$ cat config.mk
export PLATFORM = sky130hd
export DESIGN_NAME = ibr_top
export DESIGN_NICKNAME = d
export VERILOG_FILES = /design/src/rtl/ibr_pkg.sv /design/src/rtl/ibr_ctrl.sv /design/src/rtl/ibr_dp.sv /design/src/rtl/ibr_top.sv
export SDC_FILE = /design/constraint.sdc
export NUM_CORES = 1
export LEC_CHECK = 0
export BUFFER_PORTS_ARGS = -buffer_cell sky130_fd_sc_hd__buf_2
export CAP_MARGIN = 20
export CORE_MARGIN = 3
export CORE_UTILIZATION = 40
export DETAILED_ROUTE_END_ITERATION = 10
export PLACE_DENSITY = 0.7
export SLEW_MARGIN = 30
export SYNTH_ARGS = -nofsm -noshare
export SYNTH_HDL_FRONTEND = slang
export SYNTH_SLANG_ARGS = --single-unit
$ cat constraint.sdc
create_clock -name clk -period 4.1 [get_ports clk]
set_clock_uncertainty 0.1 [all_clocks]
set_input_delay 0.41 -clock clk [delete_from_list [all_inputs] [get_ports clk]]
set_output_delay 0.41 -clock clk [all_outputs]
set_load 0.05 [all_outputs]
$ cat src/rtl/ibr_pkg.sv
package ibr_pkg;
  localparam int NUM_WIN = 5;
  localparam int DONE_BIT = 11;
  localparam int RDATA_LSB = 26;
  localparam int RDIR_BIT = 48;
  localparam int SIZE_LSB = 56;
  localparam int MAX_BYTES = 8;

  localparam logic [1:0] SEL_CTL = 2'd0;
  localparam logic [1:0] SEL_RST = 2'd1;
  localparam logic [1:0] SEL_STAT = 2'd2;
  localparam logic [1:0] SEL_DATA = 2'd3;

  // index 0 has the highest priority: io, fw, mem, master, host
  localparam logic [NUM_WIN-1:0][31:0] WIN_BASE = {
    32'hC001_2000, 32'hC001_0000, 32'hE001_0000, 32'hF000_0000, 32'hD001_0000};
  localparam logic [NUM_WIN-1:0][31:0] WIN_SPAN = {
    32'h0000_0100, 32'h0000_0060, 32'h1000_0000, 32'h1000_0000, 32'h0001_0000};

  typedef struct packed {
    logic launch;
    logic finish;
    logic finishErr;
    logic clrStat;
    logic clrData;
    logic ldData;
  } ctlStrobes_t;

  typedef enum logic [1:0] {ST_IDLE, ST_BUS, ST_FAULT} brState_t;
endpackage

$ cat src/rtl/ibr_ctrl.sv
module ibr_ctrl
  import ibr_pkg::*;
(
  input  logic               clk,
  input  logic               rstN,
  input  logic               regWr,
  input  logic               regRd,
  input  logic [4:0]         regAddr,
  input  logic [7:0]         regByteEn,
  input  logic [3:0]         cmdSizeIn,
  input  logic [31:0]        cmdAddrIn,
  input  logic               busAck,
  input  logic               busErr,
  output ctlStrobes_t        strobes,
  output logic [1:0]         regSel,
  output logic               readEn,
  output logic               busy,
  output logic               busReq,
  output logic [NUM_WIN-1:0] busWin
);
  brState_t state;
  logic [NUM_WIN-1:0] inWin, winPick, winReg;
  logic accOk, ctlWrite;

  assign accOk = (&regByteEn) && (regAddr[2:0] == 3'b000);
  assign regSel = regAddr[4:3];
  assign readEn = regRd && accOk;
  assign ctlWrite = regWr && accOk && (regSel == SEL_CTL);

  for (genvar i = 0; i < NUM_WIN; i++) begin : g_win
    assign inWin[i] = (cmdAddrIn - WIN_BASE[i]) < WIN_SPAN[i];
  end
  assign winPick = inWin & ~(inWin - 1'b1);

  assign busy = (state != ST_IDLE);
  assign busReq = (state == ST_BUS);
  assign busWin = busReq ? winReg : '0;

  always_comb begin
    strobes = '0;
    strobes.launch = ctlWrite && !busy && (cmdSizeIn <= 4'(MAX_BYTES));
    strobes.finish = (busReq && busAck) || (state == ST_FAULT);
    strobes.finishErr = (busReq && busErr) || (state == ST_FAULT);
    strobes.clrStat = (readEn && regSel == SEL_STAT) ||
                      (regWr && accOk && regSel == SEL_RST);
    strobes.clrData = regWr && accOk && (regSel == SEL_RST);
    strobes.ldData = regWr && accOk && (regSel == SEL_DATA);
  end

  always_ff @(posedge clk or negedge rstN) begin
    if (!rstN) begin
      state <= ST_IDLE;
      winReg <= '0;
    end else begin
      case (state)
        ST_IDLE: if (strobes.launch) begin
          state <= (|winPick) ? ST_BUS : ST_FAULT;
          winReg <= winPick;
        end
        ST_BUS: if (busAck) state <= ST_IDLE;
        default: state <= ST_IDLE;
      endcase
    end
  end

  // a request is held until acknowledged
  p_req_hold_r2: assert property (@(posedge clk) disable iff (!rstN)
    busReq && !busAck |=> busReq);
  // at most one window at a time
  p_win_onehot_r9: assert property (@(posedge clk) disable iff (!rstN)
    $onehot0(busWin));
  // no request leaves without a decoded window
  p_req_in_window_r9: assert property (@(posedge clk) disable iff (!rstN)
    busReq |-> (busWin != '0));
  // a command while busy leaves the window of the request in flight untouched
  p_drop_busy_r10: assert property (@(posedge clk) disable iff (!rstN)
    busReq && !busAck && ctlWrite |=> $stable(busWin) && busReq);
endmodule

$ cat src/rtl/ibr_dp.sv
module ibr_dp
  import ibr_pkg::*;
(
  input  logic        clk,
  input  logic        rstN,
  input  ctlStrobes_t strobes,
  input  logic        busy,
  input  logic [1:0]  regSel,
  input  logic        readEn,
  input  logic [63:0] regWdata,
  input  logic [31:0] busRdata,
  output logic [63:0] regRdata,
  output logic        busWe,
  output logic [31:0] busAddr,
  output logic [3:0]  busSize,
  output logic [31:0] busWdata
);
  logic [63:0] statusReg, doneWord;
  logic [31:0] dataReg, rdField;
  logic cmdRead;

  assign rdField = strobes.finishErr ? 32'hFFFF_FFFF : busRdata;
  assign doneWord = (64'd1 << DONE_BIT) |
                    (cmdRead ? ({32'd0, rdField} << RDATA_LSB) : 64'd0);

  always_ff @(posedge clk or negedge rstN) begin
    if (!rstN) begin
      statusReg <= '0;
      dataReg <= '0;
      cmdRead <= 1'b0;
      busAddr <= '0;
      busSize <= '0;
    end else begin
      if (strobes.finish) statusReg <= doneWord;
      else if (strobes.clrStat) statusReg <= '0;
      if (strobes.clrData) dataReg <= '0;
      else if (strobes.ldData) dataReg <= regWdata[63:32];
      if (strobes.launch) begin
        cmdRead <= regWdata[RDIR_BIT];
        busSize <= regWdata[SIZE_LSB+:4];
        busAddr <= regWdata[31:0];
      end
    end
  end

  always_comb begin
    regRdata = '0;
    if (readEn) begin
      case (regSel)
        SEL_STAT: regRdata = statusReg;
        SEL_DATA: regRdata = {dataReg, 32'd0};
        default:  regRdata = '0;
      endcase
    end
  end

  assign busWe = !cmdRead;
  assign busWdata = dataReg;

  // a launch never comes from the controller while it is busy
  p_launch_idle_r10: assert property (@(posedge clk) disable iff (!rstN)
    strobes.launch |-> !busy);
  // every completion leaves the done flag visible
  p_done_r4: assert property (@(posedge clk) disable iff (!rstN)
    strobes.finish |=> statusReg[DONE_BIT]);
  // the latched command cannot move while a transfer is outstanding
  p_cmd_stable_r2: assert property (@(posedge clk) disable iff (!rstN)
    busy && !strobes.finish |=> $stable(busAddr) && $stable(busSize));
endmodule

$ cat src/rtl/ibr_top.sv
module ibr_top
  import ibr_pkg::*;
(
  input  logic               clk,
  input  logic               rstN,
  input  logic               regWr,
  input  logic               regRd,
  input  logic [4:0]         regAddr,
  input  logic [7:0]         regByteEn,
  input  logic [63:0]        regWdata,
  output logic [63:0]        regRdata,
  output logic               busReq,
  output logic               busWe,
  output logic [31:0]        busAddr,
  output logic [3:0]         busSize,
  output logic [31:0]        busWdata,
  input  logic [31:0]        busRdata,
  input  logic               busAck,
  input  logic               busErr,
  output logic [NUM_WIN-1:0] busWin
);
  ctlStrobes_t strobes;
  logic [1:0] regSel;
  logic readEn, busy;

  ibr_ctrl u_ctrl (
    .clk(clk), .rstN(rstN), .regWr(regWr), .regRd(regRd), .regAddr(regAddr),
    .regByteEn(regByteEn), .cmdSizeIn(regWdata[SIZE_LSB+:4]),
    .cmdAddrIn(regWdata[31:0]), .busAck(busAck), .busErr(busErr),
    .strobes(strobes), .regSel(regSel), .readEn(readEn), .busy(busy),
    .busReq(busReq), .busWin(busWin));

  ibr_dp u_dp (
    .clk(clk), .rstN(rstN), .strobes(strobes), .busy(busy), .regSel(regSel),
    .readEn(readEn), .regWdata(regWdata), .busRdata(busRdata),
    .regRdata(regRdata), .busWe(busWe), .busAddr(busAddr), .busSize(busSize),
    .busWdata(busWdata));
endmodule

Word level (Yosys, flattened, before mapping) --
Cells that the tools add are included.
Word-level totals: register bits after elaboration 140, input bits 115
Cells by class: add/sub/neg operators 6, magnitude comparators 6, equality and inequality tests 7, muxes and demuxes 13, bitwise logic cells 2, reduce and logical (&&, ||, !) cells 26
Operators with widths (count):
- $mux 64 | 3
- $sub 32x32->32 const B | 5
- $pmux 64 s2 | 1
- $mux 32 | 3
- $lt 32x29->1 const B | 2
- $mux 58 | 1
- $lt 32x17->1 const B | 1
- $lt 32x7->1 const B | 1
- $lt 32x9->1 const B | 1
- $logic_and 1x1->1 | 11
- $reduce_and 8->1 | 1
- $eq 2x2->1 const B | 3
- $mux 2 | 3
- $reduce_bool 2->1 | 3
- $and 5x5->5 | 1
- $mux 5 | 1
- $not 5->5 | 1
- $reduce_or 5->1 | 1
- $sub 5x1->5 const B | 1
- $eq 2x1->1 const B | 2
- $le 4x4->1 const B | 1
- $logic_not 2->1 | 2
- $ne 2x2->1 const B | 2
- $pmux 2 s2 | 1
- other kinds (4) | 8

Logic depth before layout (Yosys ltp) --
Gate-level depths: netlist of the first run.
depth in word-level cells 9, mapped depth 9

By module --
A second synthesis of the first run with hierarchy kept.
Unflattened totals: cell total of the unflattened synthesis 507, area total of the unflattened synthesis 5575.3 µm²
By module, submodules not included:
- ibr_dp | times used 1, cells an instance 392, area each 4729.5 µm², seq. area each 2552.4 µm²
- ibr_ctrl | times used 1, cells an instance 115, area each 845.8 µm², seq. area each 175.2 µm²

Worst setup path before layout of the first run --
Ideal clock, no wire load.
path type input -> output, start input regAddr[2], end output regRdata[38], arrival 2101 ps, data required time 3590 ps, setup slack 1489 ps, stages on the path 5, buffers on the path 1, path through nand4b_1 > nor3_1 > nand3_1 > clkbuf_1 > nor2_1
Between the ends: word-level cells in the longest chain between the ends 4
Ends and longest elaborated chain:
- from (decl) | line ibr_top.sv:8 | input logic [4:0] regAddr,
- $logic_not 3->1 | line ibr_ctrl.sv:25 | assign accOk = (&regByteEn) && (regAddr[2:0] == 3'b000);
- $logic_and 1x1->1 | line ibr_ctrl.sv:25
- $logic_and 1x1->1 | line ibr_ctrl.sv:27 | assign readEn = regRd && accOk;
- $mux 64 | line ibr_dp.sv:48 | if (readEn) begin
- to (decl) | line ibr_top.sv:11 | output logic [63:0] regRdata,
No other way between the ends.

Worst setup path after layout of the first run --
start input regAddr[2], end output regRdata[30]
The elaborated chain is that of the path after synthesis.

==> results of run 1 <==
==> synth_stat cells (2+ instances only) <==
cell type  instances  area, sq um
a2111oi_0          2         17.5
a211oi_1           2         15.0
a21o_1             3         22.5
a21oi_1            3         15.0
and2_1            11         68.8
and3_1             8         50.1
buf_1              3         11.3
buf_4             25          188
clkbuf_1          35          131
dfrtp_1          109         2730
inv_1             10         37.5
mux2i_1           29          290
nand2_1          176          661
nand2b_1           2         12.5
nand3_1            4         20.0
nand4_1            5         31.3
nand4b_1           2         17.5
nor2_1            74          278
nor2b_1            7         43.8
nor3_1             7         35.0
nor4_1             5         31.3
o21ai_0           42          210
o21ai_1            2         10.0
o2bb2ai_1         32          280
o31ai_1            3         22.5
or4_1              2         15.0
xnor2_1            5         43.8
==> state kept, by name (all words and copies together) (netlist names) <==
register	count
u_dp.statusReg	33
u_dp.busAddr	32
u_dp.busWdata	32
u_ctrl.winReg	5
u_dp.busSize	4
u_ctrl.state	2
u_dp.cmdRead	1
==> power by group through the flow <==
stage               Sequential [mW]  Combinational (mW)  Clock (mW)
floorplan                      1.15               0.163           0
global placement               1.15               0.260           0
detailed placement             1.15               0.262           0
CTS                            1.13               0.263        1.03
global route                   1.13               0.286        1.07
finish                         1.13               0.261        1.01
==> final cells by class <==
cell class | count | area [sq um]
fillers | 1242 | 5940
flip-flops and latches | 109 | 2730
multi-input cells | 466 | 2430
repair buffers | 239 | 1230
clock buffers | 9 | 225
well taps | 172 | 215
clock inverters | 7 | 123
inverters | 10 | 37.5
diodes | 1 | 2.50
==> worst register-to-register path, stage by stage (launching register included) <==
cell and delay (ps):
dfrtp_1 390, nor2b_1 210, a21o_1 270, nor3_2 600, buf_4 390, o2bb2ai_1 170
==> worst paths after layout <==
path	start	end	slack, ps	cells past startpoint
max in group asynchronous	rstN	u_dp.busWdata[6]	2490	3
min in group asynchronous	rstN	u_dp.busWdata[1]	470	2
worst max register to register	u_ctrl.state[0]	u_dp.statusReg[51]	1880	5
worst min register to register	u_dp.busAddr[30]	u_dp.busAddr[30]	370	2
worst max-delay path	regAddr[2]	regRdata[30]	1420	8
worst min-delay path	regWdata[3]	u_dp.busAddr[3]	150	3
==> kinds of logic (layout without fill, tap and decap cells) <==
logic type,after synthesis,in the layout,synth area share (%)
buf+inv,73,265,6.78
fa+ha+maj,1,1,0.231
simple gates,311,311,24.6
other cells,1,26,0.0692
flops,109,109,50.3
xor+xnor,6,6,0.969
mux,29,29,5.35
compound gates,94,94,11.7
==> routing by layer <==
metal / share of wire, % / track usage [%]
met3: 8.1 / 5.07
met5: 0.080 / 0
met2: 48 / 35.8
met1: 42 / 26.4
met4: 1.7 / 7.28
==> results_dict.tcl, run 1 <==
set metrics [dict create \
    status "finished, final reports clean" \
    place_area_sq_um 6630 \
    tritoncts "built" \
    hold_viol 0 \
    worst_slew_pin_slew_ps 772 \
    slew_viol_final 0 \
    synth_cells 624 \
    syn_avg_cell_area_sq_um 8.69 \
    ant_nets 0 \
    critical_path_buf_inv_count 3 \
    drive_gt1_share_pct 31.2 \
    p_sw_mw 0.589 \
    clock-root-buffer "clkbuf_16" \
    crit_path_frequent_cell "buf_2" \
    wl_per_cell_um 16.0 \
    seqPwrFrac_pct 47.2 \
    cts_max_level 3 \
    seq_area_frac_synth_pct 50.3 \
    hp-class "in -> reg" \
    cts_sinks 109 \
    path_delay_family "simple AND/OR/NAND/NOR gates" \
    gr-total-overflow 0 \
    p_sw_share_pct 24.6 \
    power_frac_comb_pct 10.9 \
    layout_setup_ws_ps 1420 \
    routed_wl_um 16200 \
    end_kind "output pin" \
    cap_violations 0 \
    clk_latency_ps 350 \
    grt_max_degree 65 \
    dpl.hpwl_um 12300 \
    postCtsSetupBuffers 0 \
    die_h_um 122 \
    cpMaxStageDelayCell "nor2_1" \
    antenna_found_initial 2 \
    cts_resized 0 \
    clk_path_buf_depth 2 \
    fin_cells 1013 \
    dp.cells 995 \
    pre_cts_ws_ps 1260 \
    ys.warnings.count 0 \
    peakVddDrop_mv 0.148 \
    drcViolationCount 0 \
    fp.dieArea_sq_um 15000 \
    num_vias 5008 \
    initial_utilization_pct 41.9 \
    portBuffers 228 \
    rows 41 \
    post-route-period-util_pct 65.4 \
    path_max_fanout 8 \
    internal_power_mw 1.81 \
    cts_made_buffers 9 \
    critical_path_class "in -> out" \
    grt_pass1_wl_um 24600 \
    worstPathArrival_ps 2170 \
    synth_ff_type "dfrtp_1" \
    setup_viol 0 \
    die_w_um 122 \
    coreArea_sq_um 12900 \
    fmax_mhz 373 \
    grt_pass1_vias 4682 \
    ios 254 \
    power.leakage_nw 3.86 \
    grtUsageTotal_pct 21.1 \
    drtIter0Drc 327 \
    maxSlewHeadroom_pct 47.2 \
    place_congestion 0.823 \
    synth-async-reset-ratio_pct 100 \
    rsz0062_at_grt "false" \
    nets 951 \
    postCtsHoldBufs 1 \
    p_clk_share_pct 42.0 \
    area_delta_synth_final_pct 28.9 \
    start_kind "input port" \
    finalPower_mw 2.40 \
    worstPathCellList "buf_2 -> nand4b_1 -> nor3_1 -> buf_4 -> nand3_1 -> nor2_1 -> and2_1 -> buf_2" \
    synth_cell_type_count 43 \
    hold_slack_ps 149 \
    dr.pass1.iters 4 \
    layout_commonest_cell "buf_2" \
    netlist_area_sq_um 5420 \
    final_cell_mix "227 x buf_2, 175 x nand2_1, 109 x dfrtp_1" \
    avgViaCountPerCell 4.94 \
    synth-edff-count 0 \
    power_density_nw_per_um2 343 \
    synth-seq-cells 109 \
    clk_pin_slew_worst_paths_ps 70 \
    slowest_delay_ps 370 \
    post-route-min-period_ps 2680 \
    finish.utilization_pct 54.1 \
    tns_ps 0 \
    final_area_sq_um 6990 \
    crit_required_ps 3590 \
]
Power figures use the tool's default switching activity.
==> run 2: changes to the inputs <==
--- a/config.mk
+++ b/config.mk
@@ -5,12 +5,13 @@
 export SDC_FILE = /design/constraint.sdc
 export NUM_CORES = 1
 export LEC_CHECK = 0
+export ABC_AREA = 1
 export BUFFER_PORTS_ARGS = -buffer_cell sky130_fd_sc_hd__buf_2
 export CAP_MARGIN = 20
 export CORE_MARGIN = 3
 export CORE_UTILIZATION = 40
 export DETAILED_ROUTE_END_ITERATION = 10
-export PLACE_DENSITY = 0.7
+export PLACE_DENSITY = 0.72
 export SLEW_MARGIN = 30
 export SYNTH_ARGS = -nofsm -noshare
 export SYNTH_HDL_FRONTEND = slang
==> constraint.sdc (replaced) <==
create_clock -name clk -period 2.2 [get_ports clk]
set_clock_uncertainty 0.1 [all_clocks]
set_input_delay 0.22 -clock clk [delete_from_list [all_inputs] [get_ports clk]]
set_output_delay 0.22 -clock clk [all_outputs]
set_load 0.05 [all_outputs]
==> run 2 against run 1 <==
Effect of this change:
- utilization fell by 0.10 points
- critical path type unchanged
- area after synthesis rose by 9.1%
- power rose by 73%
- worst setup slack got worse by 1200 ps
- clock power rose by 62%
- routed wire length rose by 9.8%
- final cell count rose by 18%
- largest power group unchanged
- sequential power rose by 78%
- first-iteration DRC count fell by 4.3%
- flip-flop and latch count did not move
- hold slack got worse by 140 ps
- die area rose by 8.6%
==> results_dict.tcl, run 2 <==
set metrics [dict create \
    rsz0062_at_grt "false" \
    tns_ps 0 \
    num_vias 5923 \
    synth-seq-cells 109 \
    path_max_fanout 32 \
    cts_sinks 109 \
    status "finished, final reports clean" \
    peakVddDrop_mv 0.327 \
    synth-async-reset-ratio_pct 100 \
    clk_pin_slew_worst_paths_ps 80 \
    synthTopCellsByCount "126 x nand2_1, 116 x inv_1, 109 x dfrtp_1, 107 x nor2_1, 67 x o21ai_0" \
    grt_pass1_vias 5693 \
    ant_nets 0 \
    synth_ff_type "dfrtp_1" \
    largest_reg_flops 33 \
    clk_path_buf_depth 2 \
    initial_utilization_pct 41.8 \
    seq_area_frac_synth_pct 46.1 \
    post-route-min-period_ps 2030 \
    finalPower_mw 4.15 \
    hold_viol 0 \
    yosysMostFrequentCell "nand2_1" \
    yosysTopAreaCellShare_pct 46.1 \
    n_antenna_cell 0 \
    place_congestion 0.950 \
    cts_made_buffers 9 \
    grtUsageTotal_pct 21.8 \
    layout_setup_ws_ps 171 \
    synthTopCellsByArea "dfrtp_1 46%, nand2_1 8.0%, inv_1 7.4%, nor2_1 6.8%, o22ai_1 6.7%" \
    clock-root-buffer "clkbuf_16" \
    end_kind "output pin" \
    slew_viol_final 0 \
    area_delta_synth_final_pct 29.1 \
    fp.dieArea_sq_um 16300 \
    power.leakage_nw 4.12 \
    synth_cell_type_count 33 \
    worstPathArrival_ps 1710 \
    clk_latency_ps 350 \
    syn_avg_cell_area_sq_um 7.61 \
    antenna_found_initial 0 \
    gr-total-overflow 0 \
    portBuffers 228 \
    avgViaCountPerCell 4.95 \
    cap_violations 0 \
    drive_gt1_share_pct 27.6 \
    synth-edff-count 0 \
    maxSlewHeadroom_pct 57.6 \
    worst_slew_pin_slew_ps 636 \
    rows 43 \
    drcViolationCount 0 \
    crit_required_ps 1880 \
    r2r_start "u_ctrl.state[1]" \
    fmax_mhz 493 \
    pre_cts_ws_ps 180 \
    critical_path_class "in -> out" \
    grt_max_degree 110 \
    drtIter0Drc 313 \
    setup_viol 0 \
    synth_cells 777 \
    layout_commonest_cell "buf_2" \
    coreArea_sq_um 14100 \
    largest_register "u_dp.statusReg" \
    final_cell_mix "227 x buf_2, 126 x nand2_1, 116 x inv_1" \
    finish.utilization_pct 54.0 \
    die_w_um 128 \
    yosysTopAreaCell "dfrtp_1" \
    dr.pass1.iters 5 \
    start_kind "input port" \
    die_h_um 128 \
    nets 1128 \
    post-route-period-util_pct 92.2 \
    grt_pass1_wl_um 28600 \
    wl_per_cell_um 14.8 \
    hp-class "in -> reg" \
    power_density_nw_per_um2 543 \
    routed_wl_um 17700 \
    netlist_area_sq_um 5910 \
    dpl.hpwl_um 13400 \
    holdCritStartpoint "regWdata[38]" \
    startpoint "regAddr[1]" \
    ys.warnings.count 0 \
    ios 254 \
    tritoncts "built" \
    cts_max_level 3 \
]
[run 2: cell count changes after synthesis, moves of 10 or more]
cell / change
inv_1: +106
o22ai_1: +62
nand3_1: +57
nand2_1: -50
nor2_1: +33
o2bb2ai_1: -32
mux2i_1: -29
o21ai_0: +25
clkbuf_1: -18
and2_1: -10
[run 2: cells by family (layout without fill, tap and decap cells)]
logic type	after synthesis	count (layout)	share of synthesized area [%]
other	1	25	0.0634
XOR/XNOR	7	7	1.04
AND/OR/NAND/NOR	336	336	24.9
buffers and inverters	180	395	14.1
AO/OA/AOI/OAI	143	143	13.6
flip-flops	109	109	46.1
adder cells (fa/ha/maj)	1	1	0.212
[run 2: worst paths after layout]
path                       slack, ps                 end  cells after the start
setup / recovery                 170        regRdata[32]                      7
hold / removal                    10    u_dp.busWdata[6]                      3
setup reg to reg                 410  u_dp.statusReg[44]                      6
hold reg to reg                  370     u_dp.busAddr[3]                      2
max in group asynchronous       1120  u_dp.statusReg[27]                      3
min in group asynchronous        350    u_dp.busAddr[23]                      3
[run 2: power by group]
part	switching [mW]	internal [mW]	leakage (nW)	total, mW
Clock	0.756	0.887	0.140	1.64
Combinational	0.334	0.159	2.64	0.493
Sequential	0.00328	2.01	1.33	2.01
Total	1.09	3.05	4.12	4.15
[run 2: through the flow]
stage	cells	hold WS [ps]	instance area (sq um)
floorplan	801	-176	6000
global placement	1160	246	7130
detailed placement	1160	251	7130
CTS	1196	0.268	7640
global route	1196	9.16	7640
finish	1196	11.8	7640
[run 2: routing by layer]
metal	vias to the layer above	routed length, um	global-route usage (%)
met5	-	0	0
met2	246	8510	36.0
li1	2925	-	-
met3	32	1290	3.51
met4	0	534	9.05
met1	2720	7400	28.5
[run 2: critical path, cell delays in order]
cell and delay [ps]:
buf_2 90, nor3_1 200, nor3b_2 280, nand4_1 180
buf_12 210, o22ai_1 220, buf_2 300
[run 2: area by class of cell]
class	instances	area [sq um]
fillers	1355	6510
flip-flops and latches	109	2730
multi-input cells	512	2450
repair buffers	260	1490
inverters	120	450
clock buffers	9	225
well taps	180	225
clock inverters	6	70.1
[run 2: repair_timing]
| item | CTS | global route |
|---|---|---|
| setup buffers | 0 | 0 |
| hold endpoints to repair | 129 | 0 |
| hold buffers | 21 | 0 |
| gates resized for setup | 0 | 0 |
==> run 3: changes to the inputs <==
--- a/config.mk
+++ b/config.mk
@@ -9,10 +9,10 @@
 export BUFFER_PORTS_ARGS = -buffer_cell sky130_fd_sc_hd__buf_2
 export CAP_MARGIN = 20
 export CORE_MARGIN = 3
-export CORE_UTILIZATION = 40
+export CORE_UTILIZATION = 24
 export DETAILED_ROUTE_END_ITERATION = 10
-export PLACE_DENSITY = 0.72
 export SLEW_MARGIN = 30
 export SYNTH_ARGS = -nofsm -noshare
 export SYNTH_HDL_FRONTEND = slang
+export SYNTH_HIERARCHICAL = 1
 export SYNTH_SLANG_ARGS = --single-unit
==> constraint.sdc (replaced) <==
create_clock -name clk -period 2.2 [get_ports clk]
set_clock_uncertainty 0.1 [all_clocks]
set_input_delay 0.22 -clock clk [delete_from_list [all_inputs] [get_ports clk]]
set_output_delay 0.22 -clock clk [all_outputs]
set_load 0.005 [all_outputs]
==> run 3 against run 2 <==
Effect of this change:
- routed wire length increased by 24%
- hold slack got worse by 0.54 ps
- combinational power decreased by 2%
- utilization decreased by 20 points
- critical path depth increased by 8
- power decreased by 0.34%
- clock power about the same
- clock-buffer cell count unchanged
- global-route usage decreased by 6.5 points
- critical path type is now in -> reg
- critical endpoint is now u_ctrl/state[0]
==> results_dict.tcl, run 3 <==
set metrics [dict create \
    cts_sinks 109 \
    nets 1257 \
    num_vias 6650 \
    largest_register "u_dp/statusReg" \
    status "finished, final reports clean" \
    start_kind "input port" \
    routed_wl_um 22000 \
    crit_path_frequent_cell "nand2_1" \
    fmax_mhz 492 \
    area_delta_synth_final_pct 36.5 \
    pre_cts_ws_ps 59.4 \
    hold_viol 0 \
    rows 58 \
    end_kind "register" \
    ios 254 \
    wl_per_cell_um 14.9 \
    fill_cells 2759 \
    regArea_sq_um 2730 \
    worstPathCellList "dlygate4sd3_1 -> buf_2 -> inv_1 -> ha_1 -> nand2_1 -> nand2_2 -> and2_1 -> nand3_1 -> nand2_1 -> nand2_1 -> nor2_2 -> nand3_2 -> nand3_2 -> nand2_1 -> nand2_1" \
    grt_max_degree 110 \
    tritoncts "built" \
    peakVddDrop_mv 0.271 \
    clock-root-buffer "clkbuf_16" \
    critical_path_buf_inv_count 3 \
    netlist_area_sq_um 6360 \
    grt_pass1_vias 6558 \
    layout_setup_ws_ps 168 \
    path_delay_family "simple AND/OR/NAND/NOR gates" \
    n_antenna_cell 0 \
    fp.dieArea_sq_um 28500 \
    drtIter0Drc 539 \
    multi_input_area_sq_um 2910 \
    cts_made_buffers 9 \
    drive_gt1_share_pct 28.2 \
    worst_slew_pin_slew_ps 818 \
    grt_pass1_wl_um 34600 \
    tns_ps 0 \
    syn_avg_cell_area_sq_um 7.32 \
    place_congestion 0.887 \
    cpMaxStageDelayCell "dlygate4sd3_1" \
    power_density_nw_per_um2 476 \
    worstPathArrival_ps 2220 \
    die_w_um 169 \
    avgViaCountPerCell 4.51 \
    critical_path_class "in -> reg" \
    slew_viol_final 0 \
    ys.warnings.count 6 \
    setup_viol 0 \
    gr-total-overflow 0 \
    portBuffers 228 \
    drcViolationCount 0 \
    synth_cells 869 \
    cap_violations 0 \
    post-route-period-util_pct 92.4 \
    layout_commonest_cell "nand2_1" \
    largest_reg_flops 33 \
    cts_max_level 3 \
    clk_path_buf_depth 2 \
    rsz0062_at_grt "false" \
    rrSetupSlack_ps 260 \
    grtUsageTotal_pct 15.2 \
    crit_required_ps 2390 \
    clk_pin_slew_worst_paths_ps 90 \
    power.leakage_nw 4.66 \
    slowest_delay_ps 520 \
    antenna_found_initial 0 \
    ant_nets 0 \
    dr.pass1.iters 5 \
    post-route-min-period_ps 2030 \
    final_cell_mix "245 x nand2_1, 227 x buf_2, 109 x dfrtp_1" \
    hp-class "in -> reg" \
    path_max_fanout 4 \
    coreArea_sq_um 25600 \
    dpl.hpwl_um 15900 \
    clk_latency_ps 350 \
    maxSlewHeadroom_pct 45.4 \
    initial_utilization_pct 24.8 \
    die_h_um 169 \
    finish.utilization_pct 33.9 \
]
## run 3: cell type report
type | count | share of cell area (%)
clock buffers | 9 | 2.59
clock inverters | 7 | 0.749
inverters | 96 | 4.21
multi-input cells | 617 | 33.5
flip-flops and latches | 109 | 31.4
well taps | 330 | 4.76
repair buffers | 308 | 22.8
## run 3: worst paths after layout
check	start	end	cells after the start
worst min register to register	u_dp/statusReg[56]	u_dp/statusReg[56]	2
worst min-delay path	regWdata[12]	u_dp/busAddr[12]	3
min in group asynchronous	rstN	u_dp/statusReg[53]	3
worst max register to register	u_ctrl/state[0]	u_dp/statusReg[33]	7
max in group asynchronous	rstN	u_ctrl/winReg[0]	3
worst max-delay path	regWdata[13]	u_ctrl/state[0]	15
## run 3: metal layers
metal | GRT usage [%] | up-vias | wire length (um)
li1 | - | 3270 | -
met1 | 19.2 | 3064 | 9200
met2 | 26.0 | 282 | 10600
met3 | 3.18 | 34 | 1650
met4 | 4.94 | 0 | 520
met5 | 0 | - | 0
## run 3: power breakdown
| part | switching (mW) | total (mW) | internal [mW] |
|---|---|---|---|
| logic | 0.277 | 0.484 | 0.207 |
| registers | 0.00284 | 2.01 | 2.01 |
| clock network | 0.840 | 1.64 | 0.801 |
## run 3: through the flow
step / instance area [sq um] / cells / power, mW / hold WS, ps
5_1_grt: 8680 / 1476 / 4.34 / 10.4
4_1_cts: 8670 / 1476 / 4.21 / 2.47
3_3_place_gp: 7740 / 1396 / 2.44 / 264
3_5_place_dp: 7740 / 1396 / 2.44 / 270
6_report: 8680 / 1476 / 4.13 / 11.3
2_1_floorplan: 6450 / 893 / 2.25 / -176
## run 3: tightest hold or removal path: stages
cell and delay, ps:
buf_2 110, nand2_1 50, o21ai_0 60
## run 3: repair_timing
| item | CTS | global route |
|---|---|---|
| buffers inserted | 0 | 0 |
| endpoints found under the setup margin | 0 | 39 |
| hold endpoints to repair | 172 | 0 |
| gates resized for setup | 0 | 5 |
| hold buffers | 64 | 0 |
